### src/rtl/stitch_pkg.sv
package stitch_pkg;
  typedef enum logic [1:0] {
    PH_IDLE = 2'd0,
    PH_OLD  = 2'd1,
    PH_NEW  = 2'd2
  } phase_t;
endpackage

### src/rtl/stitch_cfg_check.sv
module stitch_cfg_check #(
  parameter int DEPTH_W = 8
) (
  input  logic [DEPTH_W-1:0] depth,
  input  logic [DEPTH_W-1:0] splits,
  input  logic [DEPTH_W-1:0] pass_idx,
  output logic               ok,
  output logic [DEPTH_W-1:0] slice,
  output logic [DEPTH_W-1:0] old_len
);
  localparam int PW = 2 * DEPTH_W;
  logic [PW-1:0] prod;

  always_comb begin
    slice   = (splits != '0) ? depth / splits : '0;
    prod    = {{DEPTH_W{1'b0}}, slice} * {{DEPTH_W{1'b0}}, splits};
    old_len = DEPTH_W'(pass_idx * slice);
    ok      = (splits != '0) && (depth != '0) && (pass_idx < splits) &&
              (prod == {{DEPTH_W{1'b0}}, depth});
  end
endmodule

### src/rtl/stitch_seq.sv
module stitch_seq
  import stitch_pkg::*;
#(
  parameter int DEPTH_W = 8,
  parameter int PIX_W   = 10
) (
  input  logic               clk,
  input  logic               rst,
  input  logic               load,
  input  logic [DEPTH_W-1:0] slice,
  input  logic [DEPTH_W-1:0] old_len,
  input  logic [PIX_W-1:0]   pixels,
  input  logic               step,
  output phase_t             phase,
  output logic               fin
);
  logic [DEPTH_W-1:0] ecnt, slice_r, old_r;
  logic [PIX_W-1:0]   pcnt, pix_r;
  logic               end_old, end_new, end_pix;

  always_comb begin
    end_old = (ecnt == old_r - 1'b1);
    end_new = (ecnt == slice_r - 1'b1);
    end_pix = (pcnt == pix_r - 1'b1);
    fin     = (phase == PH_NEW) && end_new && end_pix;
  end

  always_ff @(posedge clk) begin
    if (rst) begin
      phase   <= PH_IDLE;
      ecnt    <= '0;
      pcnt    <= '0;
      slice_r <= '0;
      old_r   <= '0;
      pix_r   <= '0;
    end else if (phase == PH_IDLE) begin
      if (load) begin
        slice_r <= slice;
        old_r   <= old_len;
        pix_r   <= pixels;
        ecnt    <= '0;
        pcnt    <= '0;
        phase   <= (old_len != '0) ? PH_OLD : PH_NEW;
      end
    end else if (step) begin
      if (phase == PH_OLD) begin
        if (end_old) begin
          ecnt  <= '0;
          phase <= PH_NEW;
        end else begin
          ecnt <= ecnt + 1'b1;
        end
      end else begin
        if (end_new) begin
          ecnt <= '0;
          if (end_pix) begin
            phase <= PH_IDLE;
          end else begin
            pcnt  <= pcnt + 1'b1;
            phase <= (old_r != '0) ? PH_OLD : PH_NEW;
          end
        end else begin
          ecnt <= ecnt + 1'b1;
        end
      end
    end
  end
endmodule

### src/rtl/stitch_out_reg.sv
module stitch_out_reg #(
  parameter int DATA_W = 16
) (
  input  logic              clk,
  input  logic              rst,
  input  logic              in_valid,
  input  logic [DATA_W-1:0] in_data,
  input  logic              in_last,
  output logic              slot_free,
  output logic              out_valid,
  output logic [DATA_W-1:0] out_data,
  output logic              out_last,
  input  logic              out_ready
);
  assign slot_free = !out_valid || out_ready;

  always_ff @(posedge clk) begin
    if (rst) begin
      out_valid <= 1'b0;
      out_data  <= '0;
      out_last  <= 1'b0;
    end else if (slot_free) begin
      out_valid <= in_valid;
      if (in_valid) begin
        out_data <= in_data;
        out_last <= in_last;
      end
    end
  end
endmodule

### src/rtl/stitch_merge.sv
module stitch_merge
  import stitch_pkg::*;
#(
  parameter int DATA_W  = 16,
  parameter int DEPTH_W = 8,
  parameter int PIX_W   = 10
) (
  input  logic               clk,
  input  logic               rst,
  input  logic               cfg_start,
  input  logic [DEPTH_W-1:0] cfg_depth,
  input  logic [DEPTH_W-1:0] cfg_splits,
  input  logic [DEPTH_W-1:0] cfg_pass,
  input  logic [PIX_W-1:0]   cfg_pixels,
  output logic               busy,
  output logic               cfg_err,
  input  logic               stitch_valid,
  output logic               stitch_ready,
  input  logic [DATA_W-1:0]  stitch_data,
  input  logic               res_valid,
  output logic               res_ready,
  input  logic [DATA_W-1:0]  res_data,
  output logic               out_valid,
  input  logic               out_ready,
  output logic [DATA_W-1:0]  out_data,
  output logic               out_last
);
  logic               cfg_ok, load, reject, slot_free, src_valid, step, fin;
  logic [DEPTH_W-1:0] slice, old_len;
  logic [DATA_W-1:0]  src_data;
  phase_t             phase;

  stitch_cfg_check #(.DEPTH_W(DEPTH_W)) u_chk_cfg (
    .depth(cfg_depth), .splits(cfg_splits), .pass_idx(cfg_pass),
    .ok(cfg_ok), .slice(slice), .old_len(old_len)
  );

  assign busy   = (phase != PH_IDLE);
  assign load   = cfg_start && !busy && cfg_ok && (cfg_pixels != '0);
  assign reject = cfg_start && !busy && !(cfg_ok && (cfg_pixels != '0));

  stitch_seq #(.DEPTH_W(DEPTH_W), .PIX_W(PIX_W)) u_seq (
    .clk(clk), .rst(rst), .load(load), .slice(slice), .old_len(old_len),
    .pixels(cfg_pixels), .step(step), .phase(phase), .fin(fin)
  );

  always_comb begin
    stitch_ready = (phase == PH_OLD) && slot_free;
    res_ready    = (phase == PH_NEW) && slot_free;
    src_valid    = ((phase == PH_OLD) && stitch_valid) ||
                   ((phase == PH_NEW) && res_valid);
    src_data     = (phase == PH_OLD) ? stitch_data : res_data;
    step         = src_valid && slot_free;
  end

  stitch_out_reg #(.DATA_W(DATA_W)) u_out (
    .clk(clk), .rst(rst), .in_valid(src_valid), .in_data(src_data),
    .in_last(fin), .slot_free(slot_free), .out_valid(out_valid),
    .out_data(out_data), .out_last(out_last), .out_ready(out_ready)
  );

  always_ff @(posedge clk) begin
    if (rst)         cfg_err <= 1'b0;
    else if (reject) cfg_err <= 1'b1;
  end
endmodule

### config.mk
export PLATFORM = sky130hd
export DESIGN_NAME = stitch_merge
export DESIGN_NICKNAME = d
export VERILOG_FILES = /design/src/rtl/stitch_pkg.sv /design/src/rtl/stitch_cfg_check.sv /design/src/rtl/stitch_seq.sv /design/src/rtl/stitch_out_reg.sv /design/src/rtl/stitch_merge.sv
export SDC_FILE = /design/constraint.sdc
export NUM_CORES = 1
export LEC_CHECK = 0
export ABC_AREA = 1
export BUFFER_PORTS_ARGS = -buffer_cell sky130_fd_sc_hd__buf_2
export CORE_ASPECT_RATIO = 1.5
export CORE_UTILIZATION = 55
export CTS_CLUSTER_DIAMETER = 150
export DETAILED_ROUTE_END_ITERATION = 8
export GPL_TIMING_DRIVEN = 0
export PLACE_DENSITY = 0.85
export SLEW_MARGIN = 20
export SYNTH_ARGS = -nofsm -noshare
export SYNTH_HDL_FRONTEND = slang
export SYNTH_SLANG_ARGS = --single-unit
export TNS_END_PERCENT = 1
### constraint.sdc
create_clock -name clk -period 13.2 [get_ports clk]
set_clock_uncertainty 0.2 [all_clocks]
set_input_delay 0.66 -clock clk [delete_from_list [all_inputs] [get_ports clk]]
set_output_delay 0.66 -clock clk [all_outputs]
set_load 0.01 [all_outputs]
== Yosys cells after proc, flatten, opt, wreduce, memory -nomap -nowiden ==
Cells that the tools add are included.
W data, S select, Z words.

* Bits in registers: 65
* Input bits: 72
* Output and inout port bits: 22
* Logic and storage cells: 87

* $add $sub $neg: 5
* Multiply operators: 2
* Divide/modulo/power cells: 1
* Order comparisons: 1
* Equality and inequality tests: 10
* Multiplexer cells: 23
* Reductions and logical operators: 35

{| class="wikitable"
|+ Operator list
! operator !! count
|-
| $mux W10 || 6
|-
| $mux W8 || 7
|-
| $reduce_bool A8 Y1 || 4
|-
| $mux W2 || 9
|-
| $eq A16 B8 Y1 || 1
|-
| $eq A8 B8 Y1 || 2
|-
| $mul A8 B8 Y16 || 1
|-
| $mux W16 || 1
|-
| $sub A8 B1 Y8 const B || 2
|-
| $logic_and A1 B1 Y1 || 15
|-
| $add A10 B1 Y10 const B || 1
|-
| $eq A10 B10 Y1 || 1
|-
| $reduce_bool A10 Y1 || 1
|-
| $sub A10 B1 Y10 const B || 1
|-
| $add A8 B1 Y8 const B || 1
|-
| $div A8 B8 Y8 || 1
|-
| $lt A8 B8 Y1 || 1
|-
| $mul A8 B8 Y8 || 1
|-
| $reduce_and A2 Y1 || 3
|-
| $reduce_bool A2 Y1 || 3
|-
| $reduce_and A5 Y1 || 1
|-
| $ne A2 B2 Y1 const B || 2
|-
| $reduce_and A4 Y1 || 1
|-
| $logic_not A1 Y1 || 3
|-
| other kinds (7) || 8
|}

== Depth between registers and ports, before layout ==
Gate-level depths: netlist of run 1.

* Word-level depth: 9
* Mapped depth: 99
* Depth with buffers taken out: 97

== Cells and area by module ==
A second synthesis of run 1 with hierarchy kept.

* Cell total of the unflattened synthesis: 1484
* Area, all modules: 9385.3 um2

{| class="wikitable"
|+ Modules (own cells, without submodules)
! module !! instances !! cells each !! area each (um2) !! seq. area each (um2)
|-
| stitch_cfg_check || 1 || 783 || 5084.9 || 0.0
|-
| stitch_seq || 1 || 507 || 3086.7 || 920.9
|-
| stitch_out_reg || 1 || 116 || 863.3 || 360.3
|-
| stitch_merge || 1 || 78 || 350.3 || 20.0
|}

== Worst setup path before layout of run 1 ==
No wires, ideal clock.

* Kind: input to register
* Start: in cfg_splits[0]
* End: reg u_seq.phase[0]
* Setup time: 109 ps
* Arrival time: 12646 ps
* Data required time: 12891 ps
* Path slack: 245 ps
* Stages: 84
* Path buffers: 0
* Path through: inv_1 > ha_1 > nor2_1 > nor2_1 > nand2_1 > nand2_1 > o21ai_1 > ha_1 > nand2_1 > nand3b_1 > nand2_1 > o31ai_1 > ha_1 > inv_1 > nor2_1 > nand2_1 > nand2_1 > nand2_1 > [48 not listed] > fa_1 > inv_1 > ha_1 > a21oi_2 > o21ai_1 > a21oi_1 > xor2_1 > nand2_1 > nor2_1 > nand3_1 > nor2_2 > nand4_2 > nand2_2 > nand2_1 > inv_1 > nand3_1 > nand2_1 > inv_1

* Word-level cells in the longest chain between the ends: 9
* Elaborated cells on any way between the ends: 18
* Those cells by class: mul: 2; div: 1; order compare: 1; eq/ne: 2; mux: 4; reduce/logical: 8

{| class="wikitable"
|+ Ends and longest elaborated chain
! what !! line !! source
|-
| start: declaration || stitch_merge.sv:12 || <nowiki>input logic [DEPTH_W-1:0] cfg_splits,</nowiki>
|-
| $div A8 B8 Y8 or $reduce_bool A8 Y1 (tied branches) || stitch_cfg_check.sv:15, stitch_cfg_check.sv:18 ||
|-
| $mux W8 || stitch_cfg_check.sv:15 || <nowiki>slice = (splits != '0) ? depth / splits : '0;</nowiki>
|-
| $mul A8 B8 Y16 || stitch_cfg_check.sv:16 || <nowiki>prod = {{DEPTH_W{1'b0}}, slice} * {{DEPTH_W{1'b0}}, splits};</nowiki>
|-
| $eq A16 B8 Y1 || stitch_cfg_check.sv:19 || <nowiki>(prod == {{DEPTH_W{1'b0}}, depth});</nowiki>
|-
| $logic_and A1 B1 Y1 || stitch_cfg_check.sv:18 || <nowiki>ok = (splits != '0) && (depth != '0) && (pass_idx < splits) &&</nowiki>
|-
| $logic_and A1 B1 Y1 (2 in a row) || stitch_merge.sv:39 || <nowiki>assign load = cfg_start && !busy && cfg_ok && (cfg_pixels != '0);</nowiki>
|-
| $ne A2 B2 Y1 (no source line) || n/a ||
|-
| $reduce_and A4 Y1 (no source line) || n/a ||
|-
| end signal: assignment || stitch_seq.sv:43 || <nowiki>phase <= (old_len != '0) ? PH_OLD : PH_NEW;</nowiki>
|-
| end signal: assignment || stitch_seq.sv:60 || <nowiki>phase <= (old_r != '0) ? PH_OLD : PH_NEW;</nowiki>
|-
| end: declaration || stitch_seq.sv:14 || <nowiki>output phase_t phase,</nowiki>
|}

Several ways; a longest one is shown, not always the timed one. The select of a mux whose other input is x is not followed.
A chain may end at the register's enable or synchronous reset.

== Worst setup path in the final report of run 1 ==
* Start: in cfg_splits[0]
* End: reg u_seq.ecnt[5]

* Word-level cells in the longest chain between the ends: 9
* Elaborated cells on any way between the ends: 13
* Those cells by class: mul: 1; div: 1; order compare: 1; eq/ne: 2; mux: 1; reduce/logical: 7

{| class="wikitable"
|+ Ends and longest elaborated chain
! what !! line !! source
|-
| $div A8 B8 Y8 or $reduce_bool A8 Y1 (tied branches) || stitch_cfg_check.sv:15, stitch_cfg_check.sv:18 ||
|-
| $mux W8 || stitch_cfg_check.sv:15 ||
|-
| $mul A8 B8 Y16 || stitch_cfg_check.sv:16 ||
|-
| $eq A16 B8 Y1 || stitch_cfg_check.sv:19 ||
|-
| $logic_and A1 B1 Y1 (*) || stitch_cfg_check.sv:18 ||
|-
| $logic_and A1 B1 Y1 (*) (2 in a row) || stitch_merge.sv:39 ||
|-
| $ne A2 B2 Y1 (no source line) (*) || n/a ||
|-
| $reduce_and A2 Y1 (no source line) (*) || n/a ||
|-
| end signal: assignment || stitch_seq.sv:51 || <nowiki>ecnt <= ecnt + 1'b1;</nowiki>
|-
| end signal: assignment || stitch_seq.sv:63 || <nowiki>ecnt <= ecnt + 1'b1;</nowiki>
|-
| end: declaration || stitch_seq.sv:17 || <nowiki>logic [DEPTH_W-1:0] ecnt, slice_r, old_r;</nowiki>
|}

Every way passes the cells marked *; elsewhere a longest branch is shown, timed or not.

==> results_dict.tcl, run 1 <==
set metrics [dict create \
    grt_pass1_vias 8762 \
    period_share 1.04 \
    finalSetupViolations 47 \
    final_layout_size_suffix_gt1_frac 0.198 \
    cts_tree "done" \
    crit_fanout 10 \
    syn-mean-instance-area_um2 6.74 \
    antenna_found_initial 0 \
    final_util 0.705 \
    post-route-min-period_ns 13.77 \
    netlist_top_cells_area "dfxtp_1, ha_1, nand2_1, fa_1, inv_1" \
    yosysTopAreaCell "dfxtp_1" \
    hold_viol_final 0 \
    start_kind "primary input" \
    p_per_area_nw_per_um2 102 \
    syn2layout_area_growth_pct 24.4 \
    totalNegativeSetupSlack_ns -23.15 \
    synth_flop_cell "dfxtp_1" \
    die-width_um 104 \
    ys_types 45 \
    drt-total-wl_um 26100 \
    clock_path_buffers 2 \
    route.met3.wl_um 1840 \
    yosys_warnings 0 \
    cts_htree_levels 3 \
    tightest_slew_ns 0.836 \
    rsz0062_at_grt "yes" \
    synthArstFlopShare 0 \
    grt_start_max_net_pins 15 \
    status "complete, but fails checks" \
    yosysTopAreaCellShare 0.152 \
    met2WireLength_um 13500 \
    netlist_area_um2 8580 \
    die_h_um 155 \
    cts-buffers-inserted 9 \
    crit_path_frequent_cell "nand2_1" \
    coreArea_um2 15100 \
    drc 0 \
    viasPerCell 5.71 \
    numPortBuffers 92 \
    synthCells 1273 \
    fp.dieArea_um2 16100 \
    critPathMaxStageDelay_ns 0.53 \
    synth-seq-cells 65 \
    violations "setup timing" \
    power_leakage_nw 5.29 \
    ios 94 \
    grt_pass1_wl_um 38100 \
    maxSlewHeadroom 0.437 \
    first_iter_violations 624 \
    yosysSeqAreaShare 0.152 \
    max-cap-violations 0 \
    cts_hold_buf 0 \
    drt-wirelength-per-cell_um 15.9 \
    finalWorstSetupSlack_ns -0.566 \
    cts_sinks 65 \
    ant_nets 0 \
    crit_type "in2reg" \
    nNetsFinal 1660 \
    arrival_ns 13.81 \
    rows 55 \
    drv_slew 0 \
    gp_congestion 0.949 \
    synth_edf_count 0 \
    insertion_delay_ns 0.33 \
    initial_core_util 0.567 \
    vias 9362 \
    place_hpwl_um 17700 \
    required_ns 13.25 \
    path_clk_slew_ns 0.05 \
    critPathSlowestCell "fa_1" \
    fmax_mhz 72.6 \
    track_usage 0.286 \
    worst_setup_path_end_kind "flip-flop" \
    top_layer "met4" \
    peakVddDrop_v 0.0000787 \
    clockRootBuffer "clkbuf_16" \
    overflow 0 \
    m1WireLength_um 8760 \
    antenna_cells 0 \
    hp-class "reg2reg" \
    dr.pass1.iters 5 \
]
worst max-delay path: cells and delay by family:
family / cells / cell delay [ns]
adder cells (fa/ha/maj): 13 / 4.17
AND/OR/NAND/NOR: 39 / 4.78
AO/OA/AOI/OAI: 13 / 1.96
XOR/XNOR: 3 / 0.53
buffers and inverters: 15 / 1.68
state kept, by name, indices dropped and copies added (netlist names):
signal / flops
u_out.out_valid: 1
u_seq.pix_r: 10
u_seq.phase: 2
u_seq.slice_r: 8
u_seq.ecnt: 8
cfg_err: 1
u_seq.old_r: 8
u_seq.pcnt: 10
u_out.out_data: 16
u_out.out_last: 1
metal layers:
metal / vias up / global-route usage
met5: - / 0
met4: 0 / 0.176
met3: 172 / 0.0331
met2: 505 / 0.561
met1: 4303 / 0.285
li1: 4382 / -
placed cells by master (no fill, tap or decap), types with 19 or more instances in the layout:
master	count
inv_1	180
xnor2_1	29
conb_1	28
a21oi_1	65
buf_4	39
o21ai_0	40
nand3_1	63
buf_2	93
xor2_1	53
dfxtp_1	65
nand2_1	281
a31oi_1	19
clkbuf_1	21
nor2_1	114
fa_1	47
ha_4	20
ha_1	81
nand2_2	22
Yosys cell counts, types with 9 or more instances:
master,instances
ha_1,102
inv_1,189
nand2_1,305
a31oi_1,19
a21oi_1,73
nor3_1,14
nor2_1,126
nand3_1,69
o21ai_1,9
fa_1,48
o21ai_0,55
nand4_1,18
xnor2_1,29
nor4_1,9
dfxtp_1,65
clkbuf_1,21
xor2_1,54
logic make-up after synthesis:
| logic type | Yosys count | share of synthesized area |
|---|---|---|
| flip-flops | 65 | 0.152 |
| AND/OR/NAND/NOR | 571 | 0.282 |
| XOR/XNOR | 85 | 0.0894 |
| buffers and inverters | 229 | 0.105 |
| AO/OA/AOI/OAI | 172 | 0.111 |
| adder cells (fa/ha/maj) | 150 | 0.261 |
| other | 1 | 0.000437 |
cell type report:
| class | count | area [um^2] |
|---|---|---|
| repair buffers | 127 | 726 |
| fillers | 1184 | 4470 |
| clock inverters | 4 | 45.0 |
| plain buffers | 33 | 196 |
| inverters | 196 | 769 |
| well taps | 199 | 249 |
| flip-flops and latches | 65 | 1300 |
| clock buffers | 11 | 233 |
| multi-input cells | 1006 | 7150 |
stage by stage:
stage | power, mW | hold WS (ns) | cell area (um^2) | cells | setup slack, ns
floorplan | 0.620 | 0.241 | 8680 | 1300 | 0.245
global placement | 0.709 | 0.250 | 9390 | 1591 | -2.29
detailed placement | 0.722 | 0.263 | 9390 | 1591 | -2.60
CTS | 0.984 | 0.270 | 10000 | 1626 | 0.0121
global route | 1.17 | 0.291 | 10700 | 1641 | -1.10
finish | 1.09 | 0.270 | 10700 | 1641 | -0.566
where the power goes:
group          switching (mW)  total, mW  internal [mW]
Sequential            0.00567      0.210          0.204
Clock                  0.0837      0.228          0.144
Combinational           0.395      0.655          0.260
what timing repair did:
action	in CTS	in global routing
buffers inserted	20	15
hold endpoints to repair	0	0
endpoints found under the setup margin	47	47
pin swaps	28	47
gates resized for setup	61	113
final timing paths:
kind                            slack (ns)        startpoint  cells after the start             to
worst min register to register        0.27     u_seq.pcnt[8]                      2  u_seq.pcnt[8]
worst max register to register       10.35  u_seq.slice_r[0]                     16  u_seq.pcnt[3]
worst min-delay path                  0.27     u_seq.pcnt[8]                      2  u_seq.pcnt[8]
worst max-delay path                 -0.57     cfg_splits[0]                     83  u_seq.ecnt[5]
(Power assumes the default switching activity.)
==> run 2: changes to the inputs <==
--- a/config.mk
+++ b/config.mk
@@ -5,14 +5,13 @@
 export SDC_FILE = /design/constraint.sdc
 export NUM_CORES = 1
 export LEC_CHECK = 0
-export ABC_AREA = 1
 export BUFFER_PORTS_ARGS = -buffer_cell sky130_fd_sc_hd__buf_2
 export CORE_ASPECT_RATIO = 1.5
 export CORE_UTILIZATION = 55
 export CTS_CLUSTER_DIAMETER = 150
 export DETAILED_ROUTE_END_ITERATION = 8
 export GPL_TIMING_DRIVEN = 0
-export PLACE_DENSITY = 0.85
+export PLACE_DENSITY = 0.86
 export SLEW_MARGIN = 20
 export SYNTH_ARGS = -nofsm -noshare
 export SYNTH_HDL_FRONTEND = slang
==> run 2 against run 1 <==
Compared with the run above:
- the flow still finishes with violations (setup timing)
- first-iteration DRC count up 25%
- critical path depth down 17
- total power down 2.4%
- sequential share of layout area down 0.058 points
- global-route usage up 4.5 points
- worst setup slack worse by 1.3 ns
- sequential power down 6%
- critical endpoint is now u_seq.ecnt[2]
- highest routed layer unchanged
==> results_dict.tcl, run 2 <==
set metrics [dict create \
    crit_fanout 7 \
    status "complete, but fails checks" \
    fp.dieArea_um2 15500 \
    antenna_found_initial 0 \
    antenna_cells 0 \
    clockPowerShare 0.230 \
    post-route-min-period_ns 15.10 \
    crit_path_frequent_cell "ha_4" \
    netlist_area_um2 8260 \
    drt-wirelength-per-cell_um 20.4 \
    timing.hold.ws_ns 0.278 \
    viasPerCell 6.34 \
    hp-class "reg2reg" \
    synth-seq-cells 65 \
    place_hpwl_um 16900 \
    ant_nets 0 \
    peakVddDrop_v 0.000120 \
    path_clk_slew_ns 0.05 \
    arrival_ns 15.16 \
    yosysTopAreaCell "dfxtp_1" \
    insertion_delay_ns 0.33 \
    hold_viol_final 0 \
    max-cap-violations 0 \
    swShare 0.406 \
    dr.pass1.iters 7 \
    crit_type "in2reg" \
    critPathMaxStageDelay_ns 0.56 \
    ys_top_cells_by_count "nor2_1, inv_1, ha_1" \
    netlist_top_cells_area "dfxtp_1, ha_1, fa_1, xnor2_1, nor2_1" \
    p_per_area_nw_per_um2 99.4 \
    seqPwrFrac 0.185 \
    rows 54 \
    yosysTopAreaCellShare 0.157 \
    rr_endpoint "u_seq.pcnt[3]" \
    grt_pass1_vias 8710 \
    r2r-start "u_seq.slice_r[0]" \
    die-width_um 102 \
    cp.buffers_inverters 10 \
    top_register "u_out.out_data" \
    yosysSeqAreaShare 0.157 \
    power.share.combinational 0.585 \
    final_layout_size_suffix_gt1_frac 0.255 \
    clockRootBuffer "clkbuf_16" \
    track_usage 0.332 \
    dp_cells 1332 \
    synthArstFlopShare 0 \
    path_depth 66 \
    r2r_setup_slack_ns 9.73 \
    maxSlewHeadroom 0.440 \
    cpLargestDelayFamily "simple AND/OR/NAND/NOR gates" \
    rr_worst_depth 13 \
    nNetsFinal 1436 \
    internal-power_mw 0.633 \
    holdPathStages 2 \
    worst_setup_path_end_kind "flip-flop" \
    p_sw_mw 0.433 \
    mostFrequentLayoutCell "nor2_1" \
    period_share 1.14 \
    synth_edf_count 0 \
    numPortBuffers 92 \
    fmax_mhz 66.2 \
    finalSetupViolations 47 \
    tightest_slew_ns 0.834 \
    p_total_mw 1.07 \
    cts_sinks 65 \
    power_leakage_nw 4.95 \
    drt-total-wl_um 28800 \
    cts_hold_buf 0 \
    cts-buffers-inserted 9 \
    ys_types 64 \
    vias 8968 \
    yosysMostFrequentCell "nor2_1" \
    syn-mean-instance-area_um2 8.12 \
    design_area_um2 10700 \
    grt_start_max_net_pins 15 \
    cts_tree "done" \
    cts_htree_levels 3 \
    die_h_um 152 \
    initial_core_util 0.566 \
    drv_slew 0 \
    critPathSlowestCell "or4_4" \
    violations "setup timing" \
    placed_cell_area_um2 9260 \
    required_ns 13.26 \
    grt_pass1_wl_um 40600 \
    instances_no_fill 1415 \
    gp_congestion 0.939 \
    coreArea_um2 14600 \
    syn2layout_area_growth_pct 29.8 \
    synth_flop_cell "dfxtp_1" \
    final_cell_mix "nor2_1, inv_1, buf_2, ha_1, dfxtp_1" \
    first_iter_violations 781 \
    finalWorstSetupSlack_ns -1.90 \
    overflow 0 \
    crit_start "cfg_splits[5]" \
    clock_path_buffers 2 \
    yosys_warnings 0 \
    place_ws_ns -3.24 \
    synthCells 1017 \
    ios 94 \
    largest_reg_flops 16 \
    start_kind "primary input" \
    endpoint "u_seq.ecnt[2]" \
    rsz0062_at_grt "yes" \
    largestRegisters "u_out.out_data (16), u_seq.pcnt (10), u_seq.pix_r (10)" \
    drc 0 \
]
==> run 2: worst min path at each step <==
stage,from,to,slack (ns)
3_5_place_dp,u_out.out_last,u_out.out_last,0.25
3_3_place_gp,u_out.out_last,u_out.out_last,0.24
6_report,u_out.out_last,u_out.out_last,0.28
2_1_floorplan,u_seq.old_r[7],u_seq.old_r[7],0.27
4_1_cts,cfg_err,cfg_err,0.28
5_1_grt,u_out.out_last,u_out.out_last,0.30
==> run 2: metal layers <==
layer | global-route usage | part of all wire
met5 | 0 | 0
met4 | 0.240 | 0.094
met3 | 0.0534 | 0.10
met2 | 0.587 | 0.48
met1 | 0.343 | 0.33
==> run 2: what timing repair did <==
action	in CTS	in global routing
pin swaps	71	61
endpoints found under the setup margin	47	47
buffers inserted	46	22
gates resized for setup	78	59
==> run 2: per-stage QoR <==
| step | utilization | TNS (ns) |
|---|---|---|
| floorplan | - | -39.63 |
| global placement | 0.634 | -133.43 |
| detailed placement | 0.635 | -142.77 |
| CTS | 0.705 | -45.67 |
| global route | 0.735 | -110.37 |
| finish | 0.735 | -82.66 |
==> run 2: power by group through the flow <==
stage / registers [mW] / clock network [mW] / logic [mW]
5_1_grt: 0.197 / 0.257 / 0.667
2_1_floorplan: 0.201 / 0 / 0.367
3_3_place_gp: 0.201 / 0 / 0.438
6_report: 0.197 / 0.246 / 0.624
4_1_cts: 0.197 / 0.247 / 0.505
3_5_place_dp: 0.201 / 0 / 0.449
==> run 2: cell families (layout without fill, tap and decap cells) <==
group	count (synthesis)	in the layout	synth area share
and+or+nand+nor	349	349	0.214
other	1	28	0.000454
AOI/OAI and AO/OA	180	180	0.141
DFF	65	65	0.157
adders and majority gates	150	150	0.271
xor gates and xnor gates	77	77	0.0833
muxes	55	55	0.0687
buffers and inverters	140	315	0.0648
==> run 2: tightest hold or removal path, delay by kind of cell, from the launching register on <==
family           cells  cell delay (ns)
AND/OR/NAND/NOR      1             0.06
AO/OA/AOI/OAI        1             0.05
flip-flops           1             0.32
==> run 2: area by class of cell <==
type	instances	area (um^2)
Multi-Input combinational cell	839	7220
Fill cell	972	3870
Sequential cell	65	1300
Timing Repair Buffer	160	1030
Inverter	103	392
Clock buffer	14	274
Tap cell	196	245
Buffer	36	225
Clock inverter	2	35.0
